File: src/rtl/tmr_spi_pkg.sv
package tmr_spi_pkg;
  typedef struct packed {
    logic loadTx;
    logic sampleRx;
    logic shiftTx;
    logic commitRx;
  } shiftStrobe_t;

  localparam int REG_CTRL   = 0;
  localparam int REG_PERIOD = 1;
  localparam int REG_COUNT  = 2;
  localparam int REG_DATA   = 3;
  localparam int REG_STATUS = 4;
endpackage

File: src/rtl/tmr_spi_datapath.sv
module tmr_spi_datapath
  import tmr_spi_pkg::*;
#(
  parameter int DATA_W = 8,
  parameter int PS_W   = 4
) (
  input  logic              clk,
  input  logic              rstN,
  input  logic              ctrlWr,
  input  logic              perWr,
  input  logic              cntWr,
  input  logic [DATA_W-1:0] wrData,
  input  shiftStrobe_t      strobe,
  input  logic              miso,
  output logic              match,
  output logic              mosi,
  output logic              tmrEn,
  output logic [1:0]        psSel,
  output logic [DATA_W-1:0] period,
  output logic [DATA_W-1:0] count,
  output logic [DATA_W-1:0] rxBuf
);
  logic [PS_W-1:0]   psQ;
  logic [PS_W-1:0]   psLast;
  logic [DATA_W-1:0] txQ;
  logic [DATA_W-1:0] rxShQ;
  logic              tick;

  // divide by 1, 4, 16, 16
  always_comb begin
    case (psSel)
      2'd0:    psLast = '0;
      2'd1:    psLast = PS_W'(3);
      default: psLast = PS_W'(15);
    endcase
  end

  assign tick  = tmrEn && (psQ == psLast);
  assign match = tick && (count == period);
  assign mosi  = txQ[DATA_W-1];

  always_ff @(posedge clk) begin
    if (!rstN) begin
      tmrEn  <= 1'b0;
      psSel  <= '0;
      period <= '0;
      count  <= '0;
      psQ    <= '0;
    end else begin
      if (ctrlWr) begin
        tmrEn <= wrData[0];
        psSel <= wrData[2:1];
      end
      if (perWr) period <= wrData;
      if (cntWr) begin
        count <= wrData;
        psQ   <= '0;
      end else if (tmrEn) begin
        if (tick) begin
          psQ   <= '0;
          count <= match ? '0 : count + 1'b1;
        end else begin
          psQ <= psQ + 1'b1;
        end
      end
    end
  end

  always_ff @(posedge clk) begin
    if (!rstN) begin
      txQ   <= '0;
      rxShQ <= '0;
      rxBuf <= '0;
    end else begin
      if (strobe.loadTx)       txQ <= wrData;
      else if (strobe.shiftTx) txQ <= {txQ[DATA_W-2:0], 1'b0};
      if (strobe.sampleRx) rxShQ <= {rxShQ[DATA_W-2:0], miso};
      if (strobe.commitRx) rxBuf <= rxShQ;
    end
  end

  logic txMove;
  assign txMove = strobe.loadTx || strobe.shiftTx;

  a_r3_count_holds: assert property (@(posedge clk) disable iff (!rstN)
    $past(!tmrEn && !cntWr) |-> (count == $past(count)));
  a_r2_wrap_zero: assert property (@(posedge clk) disable iff (!rstN)
    $past(match && !cntWr) |-> (count == '0));
  a_r5_mosi_moves: assert property (@(posedge clk) disable iff (!rstN)
    (mosi != $past(mosi)) |-> $past(txMove));
endmodule

File: src/rtl/tmr_spi_ctrl.sv
module tmr_spi_ctrl
  import tmr_spi_pkg::*;
#(
  parameter int BITS = 8
) (
  input  logic         clk,
  input  logic         rstN,
  input  logic         dataWr,
  input  logic         clrDone,
  input  logic         clrColl,
  input  logic         match,
  output shiftStrobe_t strobe,
  output logic         sck,
  output logic         done,
  output logic         coll
);
  localparam int CNT_W = $clog2(BITS);

  logic             busyQ;
  logic [CNT_W-1:0] bitCnt;
  logic             lastBit;

  assign lastBit = (bitCnt == CNT_W'(BITS - 1));

  always_comb begin
    strobe = '0;
    if (!busyQ && dataWr) strobe.loadTx = 1'b1;
    if (busyQ && match) begin
      if (!sck) begin
        strobe.sampleRx = 1'b1;
      end else begin
        strobe.shiftTx  = 1'b1;
        strobe.commitRx = lastBit;
      end
    end
  end

  always_ff @(posedge clk) begin
    if (!rstN) begin
      busyQ  <= 1'b0;
      bitCnt <= '0;
      sck    <= 1'b0;
      done   <= 1'b0;
      coll   <= 1'b0;
    end else begin
      if (strobe.loadTx) begin
        busyQ  <= 1'b1;
        bitCnt <= '0;
      end
      if (strobe.sampleRx) sck <= 1'b1;
      if (strobe.shiftTx) begin
        sck <= 1'b0;
        if (lastBit) busyQ <= 1'b0;
        else         bitCnt <= bitCnt + 1'b1;
      end
      if (strobe.commitRx) done <= 1'b1;
      else if (clrDone)    done <= 1'b0;
      if (busyQ && dataWr) coll <= 1'b1;
      else if (clrColl)    coll <= 1'b0;
    end
  end

  logic finishing;
  assign finishing = strobe.commitRx;

  a_r4_sck_idle_low: assert property (@(posedge clk) disable iff (!rstN)
    !busyQ |-> !sck);
  a_r4_sck_on_match: assert property (@(posedge clk) disable iff (!rstN)
    (sck != $past(sck)) |-> $past(match));
  a_r7_done_on_finish: assert property (@(posedge clk) disable iff (!rstN)
    $rose(done) |-> $past(finishing));
  a_r9_coll_cause: assert property (@(posedge clk) disable iff (!rstN)
    $rose(coll) |-> $past(busyQ && dataWr));
  a_r9_no_restart: assert property (@(posedge clk) disable iff (!rstN)
    (busyQ && dataWr && !match) |=> (bitCnt == $past(bitCnt)));
endmodule

File: src/rtl/tmr_spi_master.sv
module tmr_spi_master
  import tmr_spi_pkg::*;
#(
  parameter int DATA_W = 8,
  parameter int ADDR_W = 3
) (
  input  logic              clk,
  input  logic              rstN,
  input  logic              wrEn,
  input  logic [ADDR_W-1:0] addr,
  input  logic [DATA_W-1:0] wrData,
  output logic [DATA_W-1:0] rdData,
  output logic              sck,
  output logic              mosi,
  input  logic              miso
);
  shiftStrobe_t      strobe;
  logic              match, tmrEn, done, coll;
  logic [1:0]        psSel;
  logic [DATA_W-1:0] period, count, rxBuf;
  logic              ctrlWr, perWr, cntWr, dataWr, statWr;

  assign ctrlWr = wrEn && (addr == ADDR_W'(REG_CTRL));
  assign perWr  = wrEn && (addr == ADDR_W'(REG_PERIOD));
  assign cntWr  = wrEn && (addr == ADDR_W'(REG_COUNT));
  assign dataWr = wrEn && (addr == ADDR_W'(REG_DATA));
  assign statWr = wrEn && (addr == ADDR_W'(REG_STATUS));

  tmr_spi_datapath #(.DATA_W(DATA_W)) uDp (
    .clk(clk), .rstN(rstN), .ctrlWr(ctrlWr), .perWr(perWr), .cntWr(cntWr),
    .wrData(wrData), .strobe(strobe), .miso(miso), .match(match),
    .mosi(mosi), .tmrEn(tmrEn), .psSel(psSel), .period(period),
    .count(count), .rxBuf(rxBuf)
  );

  tmr_spi_ctrl #(.BITS(DATA_W)) uCtl (
    .clk(clk), .rstN(rstN), .dataWr(dataWr),
    .clrDone(statWr && wrData[0]), .clrColl(statWr && wrData[1]),
    .match(match), .strobe(strobe), .sck(sck), .done(done), .coll(coll)
  );

  always_comb begin
    case (int'(addr))
      REG_CTRL:   rdData = {{(DATA_W-3){1'b0}}, psSel, tmrEn};
      REG_PERIOD: rdData = period;
      REG_COUNT:  rdData = count;
      REG_DATA:   rdData = rxBuf;
      REG_STATUS: rdData = {{(DATA_W-2){1'b0}}, coll, done};
      default:    rdData = '0;
    endcase
  end
endmodule

File: config.mk
export PLATFORM = sky130hd
export DESIGN_NAME = tmr_spi_master
export DESIGN_NICKNAME = d
export VERILOG_FILES = /design/src/rtl/tmr_spi_pkg.sv /design/src/rtl/tmr_spi_datapath.sv /design/src/rtl/tmr_spi_ctrl.sv /design/src/rtl/tmr_spi_master.sv
export SDC_FILE = /design/constraint.sdc
export NUM_CORES = 1
export LEC_CHECK = 0
export BUFFER_PORTS_ARGS = -buffer_cell sky130_fd_sc_hd__buf_2
export CAP_MARGIN = 10
export CORE_UTILIZATION = 59
export DETAILED_ROUTE_END_ITERATION = 12
export PLACE_DENSITY = 0.75
export RECOVER_POWER = 100
export SLEW_MARGIN = 30
export SYNTH_ARGS = -nofsm -noshare
export SYNTH_HDL_FRONTEND = slang
export SYNTH_SLANG_ARGS = --single-unit
File: constraint.sdc
create_clock -name clk -period 2.5 [get_ports clk]
set_input_delay 0 -clock clk [delete_from_list [all_inputs] [get_ports clk]]
set_output_delay 0 -clock clk [all_outputs]
set_load 0.05 [all_outputs]
# Yosys cells after proc, flatten, opt, wreduce, memory -nomap -nowiden
# Cells that the tools add are included.
word_totals:
  reg_bits: 54
  in_bits: 15
  word_cells: 71
op_classes:
  addsub: 3
  eq_ne: 8
  n_mux: 23
  n_bitwise: 1
  n_reduce_logical: 23
op_table:
  columns: ["operator", "count"]
  rows:
  - ["$mux W8", 6]
  - ["$pmux W8 S5", 1]
  - ["$logic_and A1 B1 Y1", 12]
  - ["$mux W3", 4]
  - ["$reduce_bool A2 Y1", 5]
  - ["$mux W1", 9]
  - ["$add A8 B1 Y8 const B", 1]
  - ["$eq A8 B8 Y1", 1]
  - ["$pmux W4 S2", 1]
  - ["$eq A3 B2 Y1 const B", 2]
  - ["$eq A3 B3 Y1 const B", 2]
  - ["$add A4 B1 Y4 const B", 1]
  - ["$eq A4 B4 Y1", 1]
  - ["$mux W4", 1]
  - ["$reduce_or A2 Y1", 2]
  - ["$add A3 B1 Y3 const B", 1]
  - ["$eq A3 B1 Y1 const B", 1]
  - ["$logic_not A3 Y1", 1]
  - ["$eq A2 B1 Y1 const B", 1]
  - ["$logic_not A2 Y1", 1]
  - ["$mux W2", 1]
  - ["$reduce_and A2 Y1", 1]
  - ["$logic_not A1 Y1", 1]
  - ["$not A1 Y1", 1]

# Longest topological paths before layout
logic_depth:
  word_depth: 9
  ltp_mapped: 7

# By module
# From an unflattened synthesis, not the netlist that was laid out.
hier_totals:
  hier_cells: 311
  area_unflattened_um2: 2931.6
modules_own_cells:
  columns: ["mod", "n_inst", "cells_per_inst", "area_each_um2", "seq_area_each_um2"]
  rows:
  - ["tmr_spi_datapath", 1, 230, 2228.4, 940.9]
  - ["tmr_spi_master", 1, 44, 359.1, 0.0]
  - ["tmr_spi_ctrl", 1, 37, 344.1, 140.1]

# Worst setup path after synthesis
# OpenSTA, ideal clock, no wires.
synth_path:
  path_kind: "flip-flop to flip-flop"
  from: "register uDp.count[5]"
  to: "register uCtl.sck"
  setup_ps: 115
  arrival_ps: 1748
  path_slack_ps: 638
  stages_incl_launch_ff: 8
  n_path_buf: 2
  synth_period_minus_slack_ps: 1862
  cell_sequence: "dfxtp_1 clkbuf_1 xor2_1 nor4_4 o2111ai_4 buf_2 and2_1 o21a_1"
synth_via:
  elab_chain_cells: 5
synth_rtl:
  columns: ["item", "line_no", "rtl"]
  rows:
  - ["start, declared", "tmr_spi_datapath.sv:20", "output logic [DATA_W-1:0] count,"]
  - ["start signal, assigned", "tmr_spi_datapath.sv:56", "count <= wrData;"]
  - ["start signal, assigned", "tmr_spi_datapath.sv:61", "count <= match ? '0 : count + 1'b1;"]
  - ["$eq A8 B8 Y1 (*)", "tmr_spi_datapath.sv:39", "assign match = tick && (count == period);"]
  - ["$logic_and A1 B1 Y1 (*)", "tmr_spi_datapath.sv:39", null]
  - ["$logic_and A1 B1 Y1 (*)", "tmr_spi_ctrl.sv:28", "if (busyQ && match) begin"]
  - ["$mux W3 (*)", "tmr_spi_ctrl.sv:28", null]
  - ["$reduce_or A2 Y1 (no line)", null, null]
  - ["end signal, assigned", "tmr_spi_ctrl.sv:42", "sck <= 1'b0;"]
  - ["end signal, assigned", "tmr_spi_ctrl.sv:50", "if (strobe.sampleRx) sck <= 1'b1;"]
  - ["end signal, assigned", "tmr_spi_ctrl.sv:52", "sck <= 1'b0;"]
  - ["end, declared", "tmr_spi_ctrl.sv:13", "output logic sck,"]
# Mark *: on every way between the ends. The rest lies on a longest branch, timed or not.
# A chain may end at the register's enable or synchronous reset.

# Worst setup path in the final report
layout_path:
  from: "register uDp.count[6]"
  to: "register uCtl.bitCnt[0]"
layout_via:
  elab_chain_cells: 5
layout_rtl:
  columns: ["item", "line_no", "rtl"]
  rows:
  - ["$eq A8 B8 Y1", "tmr_spi_datapath.sv:39", null]
  - ["$logic_and A1 B1 Y1", "tmr_spi_datapath.sv:39", null]
  - ["$logic_and A1 B1 Y1", "tmr_spi_ctrl.sv:28", null]
  - ["$mux W3", "tmr_spi_ctrl.sv:28", null]
  - ["$mux W3", "tmr_spi_ctrl.sv:51", "if (strobe.shiftTx) begin"]
  - ["end signal, assigned", "tmr_spi_ctrl.sv:54", "else bitCnt <= bitCnt + 1'b1;"]
  - ["end, declared", "tmr_spi_ctrl.sv:20", "logic [CNT_W-1:0] bitCnt;"]
# Every way passes these cells.

==> results <==
- The slew at the pin closest to its max-slew limit is 1.51 ns.
- The die covers 5150 um^2.
- The number of global-route vias before repair is 2177.
- The arrival time at the worst endpoint is 2.48 ns.
- Entering global routing, the biggest net connects 56 pins.
- The total number of yosys warnings is 0.
- The category of the worst setup path launch point is a register.
- The count of final hold-check violations is 0.
- Of all nets on the critical path, the largest fanout is 9.
- The synthesized design contains 0 enable-type register cells.
- The worst setup path is of the register to register kind.
- The final clock skew is 0.00690 ns.
- The power density of the placed cells is 509 nW/um^2.
- The number of buffers created by CTS is 5.
- The sequential cell area fraction in the yosys report is 37.6%.
- The total wirelength of the detailed-routed design is 6.36 mm.
- The floorplan step set the die height to 71.8 um.
- The worst ir drop on vdd is 0.531 mV.
- The overall track demand over capacity in global routing is 26.4%.
- The worst max-slew margin expressed relative to the limit is -1.24%.
- The vias per cell is 6.01.
- Across the run, the number of max-cap violations was 1.
- The number of iterations in the first detailed-routing pass is 4.
- During I/O placement, the number of pins put on the boundary was 25.
- The latest clock arrival within the worst-skew pair is 0.31 ns.
- Timing would allow up to 447 MHz.
- Setup total negative slack on the finished layout was measured at 0 ns.
- Cell internal power was estimated by the tool at 1.16 mW.
- The area of the core is 4690 um^2.
- The static leakage power is 1.10 nW.
- The flow ran to the end, but the final reports show violations.
- The final weighted congestion in routability-driven placement is 0.867.
- The placement row count is 25.
- The part of the power in combinational logic is 10.9%.
- The global-route wire length before repair is 10.6 mm.
- The type of destination of the critical path is a register.
- The share of synthesized flip-flops with an asynchronous set or reset is 0%.
- The routed design could run at a clock period as short as 2.24 ns.
- For this run, design rule violations remaining after detail routing come to 0.
- The average instance area after synthesis is 9.01 um^2.
- The number of distinct standard cells referenced by the synthesized netlist is 52.
- The initial antenna violation count is 0.
- The buffer levels on the longest clock path is 2.
- After technology mapping, the gate count stands at 319.
- The final layout contains 358 nets.
- Compared with the post-synthesis result, the final layout area differs by 7.97%.
- For this block, the initial DRC count from the detailed router was 192.
- The placed wire-length estimate after detailed placement is 4.66 mm.
- Cells with a size suffix above 1 make up 12.4% of the layout.
- The detail route stage leaves a number of antenna-violating nets equal to 0.
- The class of the worst hold path is input port to register.
- The checks that failed: max-capacitance violations, max-slew violations.
- The number of nets handed over by synthesis was 338.
- For this configuration, the core starts out at a cell density of 61.2%.
- In this run, the clock network consumes 33.0% of the power.
- The total number of vias is 2366.
- The final count of pins violating max slew was 9.
- The number of antenna diodes in the final layout is 0.
- The cell sitting at the root of the clock tree is a sky130_fd_sc_hd__clkbuf_8.
- After detailed routing, the average wire length per cell comes to 16.1 um.
- Per report_power, the sequential group accounts for 56.1% of the total.
- Setup repair after global routing left no endpoint under its margin.
- The final global-route overflow total is 0.
- The summed instance area of the synthesized netlist is 2870 um^2.
- The post-CTS resize count is 0.
- Among all flip-flop cells after synthesis, the most frequent one is sky130_fd_sc_hd__dfxtp_1.
- For this design, the sink count on the clock tree is 54.
- The data required time at the worst endpoint is 2.74 ns.
- The switching power of the nets is 0.415 mW.
- The synthesized design contains 54 register bits.
- Setup violations remaining at the end of the flow were counted as 0.
- The deepest level of the CTS H-tree is 2.
- The clock transition at the registers of the reported paths is 0.10 ns.
- The fraction of the cycle the final worst path needs is 89.5%.
- Summing internal, switching and leakage power gives 1.58 mW.
- The port buffer count is 24.
- In this run switching power makes up 26.3% of total power.
- The die is 71.8 um wide.
- The clock tree from TritonCTS is built.
[stage by stage]
stage	setup slack, ns	instances	util (%)	hold WS (ns)	instance area (um^2)
after floorplan	0.638	319	-	0.143	2870
after global placement	0.426	384	64.6	0.247	3030
after detailed placement	0.249	384	64.6	0.262	3030
after CTS	0.251	394	67.1	0.00587	3150
after global routing	0.0423	394	66.1	0.0164	3100
final	0.262	394	66.1	0.0159	3100
[synthesized netlist by cell type, types with 2 or more instances]
cell type | n | area [um^2]
sky130_fd_sc_hd__dfxtp_1 | 54 | 1080
sky130_fd_sc_hd__nand2_1 | 35 | 131
sky130_fd_sc_hd__mux2i_1 | 33 | 330
sky130_fd_sc_hd__nor2_1 | 24 | 90.1
sky130_fd_sc_hd__o21ai_0 | 21 | 105
sky130_fd_sc_hd__clkbuf_1 | 17 | 63.8
sky130_fd_sc_hd__nor2b_1 | 16 | 100
sky130_fd_sc_hd__a211oi_1 | 9 | 67.6
sky130_fd_sc_hd__a21oi_1 | 8 | 40.0
sky130_fd_sc_hd__nand3_1 | 8 | 40.0
sky130_fd_sc_hd__nor3_1 | 8 | 40.0
sky130_fd_sc_hd__xor2_1 | 8 | 70.1
sky130_fd_sc_hd__a22oi_1 | 6 | 45.0
sky130_fd_sc_hd__a31oi_1 | 5 | 31.3
sky130_fd_sc_hd__mux2_2 | 5 | 56.3
sky130_fd_sc_hd__nor4_1 | 5 | 31.3
sky130_fd_sc_hd__ha_1 | 4 | 50.1
sky130_fd_sc_hd__buf_2 | 3 | 15.0
sky130_fd_sc_hd__inv_1 | 3 | 11.3
sky130_fd_sc_hd__nand2b_1 | 3 | 18.8
sky130_fd_sc_hd__o21a_1 | 3 | 22.5
sky130_fd_sc_hd__a21boi_0 | 2 | 15.0
sky130_fd_sc_hd__a32oi_1 | 2 | 17.5
sky130_fd_sc_hd__and3_1 | 2 | 12.5
sky130_fd_sc_hd__mux4_2 | 2 | 45.0
sky130_fd_sc_hd__nand3b_1 | 2 | 15.0
sky130_fd_sc_hd__nand4_1 | 2 | 12.5
sky130_fd_sc_hd__nor3_2 | 2 | 20.0
sky130_fd_sc_hd__nor3b_1 | 2 | 15.0
sky130_fd_sc_hd__nor4_4 | 2 | 42.5
sky130_fd_sc_hd__o221ai_1 | 2 | 17.5
[what timing repair did]
action                                 in CTS  in global routing
setup buffers                               0                  0
endpoints found under the hold margin       2                  0
hold buffers                                2                  0
[final timing paths]
path	from	end	slack (ns)	cells past startpoint
max	uDp.count[6]	uCtl.bitCnt[0]	0.26	5
min	wrData[3]	uDp.period[3]	0.02	3
max reg2reg	uDp.count[6]	uCtl.bitCnt[0]	0.26	5
min reg2reg	uDp.rxBuf[0]	uDp.rxBuf[0]	0.47	2
[sequential cells by signal, summed over array words and instances (netlist names), 2 cells and up]
name	count
uDp.psQ	4
uDp.txQ	8
uDp.period	8
uDp.rxShQ	8
uCtl.bitCnt	3
uDp.psSel	2
uDp.count	8
uDp.rxBuf	8
[layout make-up]
class	count	area, um^2
Fill cell	410	1590
Clock buffer	6	82.6
Clock inverter	2	17.5
Sequential cell	54	1080
Multi-Input combinational cell	240	1660
Tap cell	54	67.6
Inverter	4	15.0
Timing Repair Buffer	34	183
[cells in the final DEF (no fill, tap or decap), types with 3 or more instances in the layout]
cell	synthesis	routed
sky130_fd_sc_hd__nand2b_1	3	3
sky130_fd_sc_hd__nor4_1	5	5
sky130_fd_sc_hd__dfxtp_1	54	54
sky130_fd_sc_hd__nor2b_1	16	16
sky130_fd_sc_hd__a21oi_1	8	8
sky130_fd_sc_hd__nand2_1	35	35
sky130_fd_sc_hd__inv_1	3	3
sky130_fd_sc_hd__nor3_1	8	10
sky130_fd_sc_hd__buf_4	0	7
sky130_fd_sc_hd__o21a_1	3	3
sky130_fd_sc_hd__a211oi_1	9	9
sky130_fd_sc_hd__nand3_1	8	8
sky130_fd_sc_hd__a31oi_1	5	5
sky130_fd_sc_hd__o21ai_0	21	21
sky130_fd_sc_hd__ha_1	4	4
sky130_fd_sc_hd__clkbuf_1	17	12
sky130_fd_sc_hd__xor2_1	8	9
sky130_fd_sc_hd__mux2_2	5	5
sky130_fd_sc_hd__a22oi_1	6	6
sky130_fd_sc_hd__mux2i_1	33	33
sky130_fd_sc_hd__buf_2	3	13
sky130_fd_sc_hd__clkbuf_8	0	6
sky130_fd_sc_hd__nor2_1	24	24
[per-layer routing]
layer | up-vias | global-route usage [%] | wire length [um]
met1 | 1116 | 37.1 | 3020
met2 | 55 | 40.5 | 3000
met5 | - | 0 | 0
met3 | 4 | 4.92 | 292
li1 | 1191 | - | -
met4 | 0 | 10.0 | 50
[cell families after synthesis]
kind of cell	synth area share [%]
muxes	15.0
and+or+nand+nor	22.6
AOI/OAI and AO/OA	16.0
xor gates and xnor gates	3.31
adders and majority gates	1.74
buffers and inverters	3.66
DFF	37.6
[worst max-delay path, cell delays in order (launching register included)]
cell                        delay [ns]
sky130_fd_sc_hd__dfxtp_1          0.49
sky130_fd_sc_hd__xor2_1           0.16
sky130_fd_sc_hd__nor4_4           0.48
sky130_fd_sc_hd__o2111ai_4        0.30
sky130_fd_sc_hd__nor3_1           0.50
sky130_fd_sc_hd__mux2i_1          0.24
[power groups by stage]
stage | clock network, mW | logic, mW | registers, mW
after floorplan | 0 | 0.120 | 0.902
after detailed placement | 0 | 0.169 | 0.906
final | 0.522 | 0.172 | 0.886
after global placement | 0 | 0.167 | 0.905
after CTS | 0.531 | 0.172 | 0.886
after global routing | 0.566 | 0.187 | 0.888
Power figures use the tool's default switching activity.
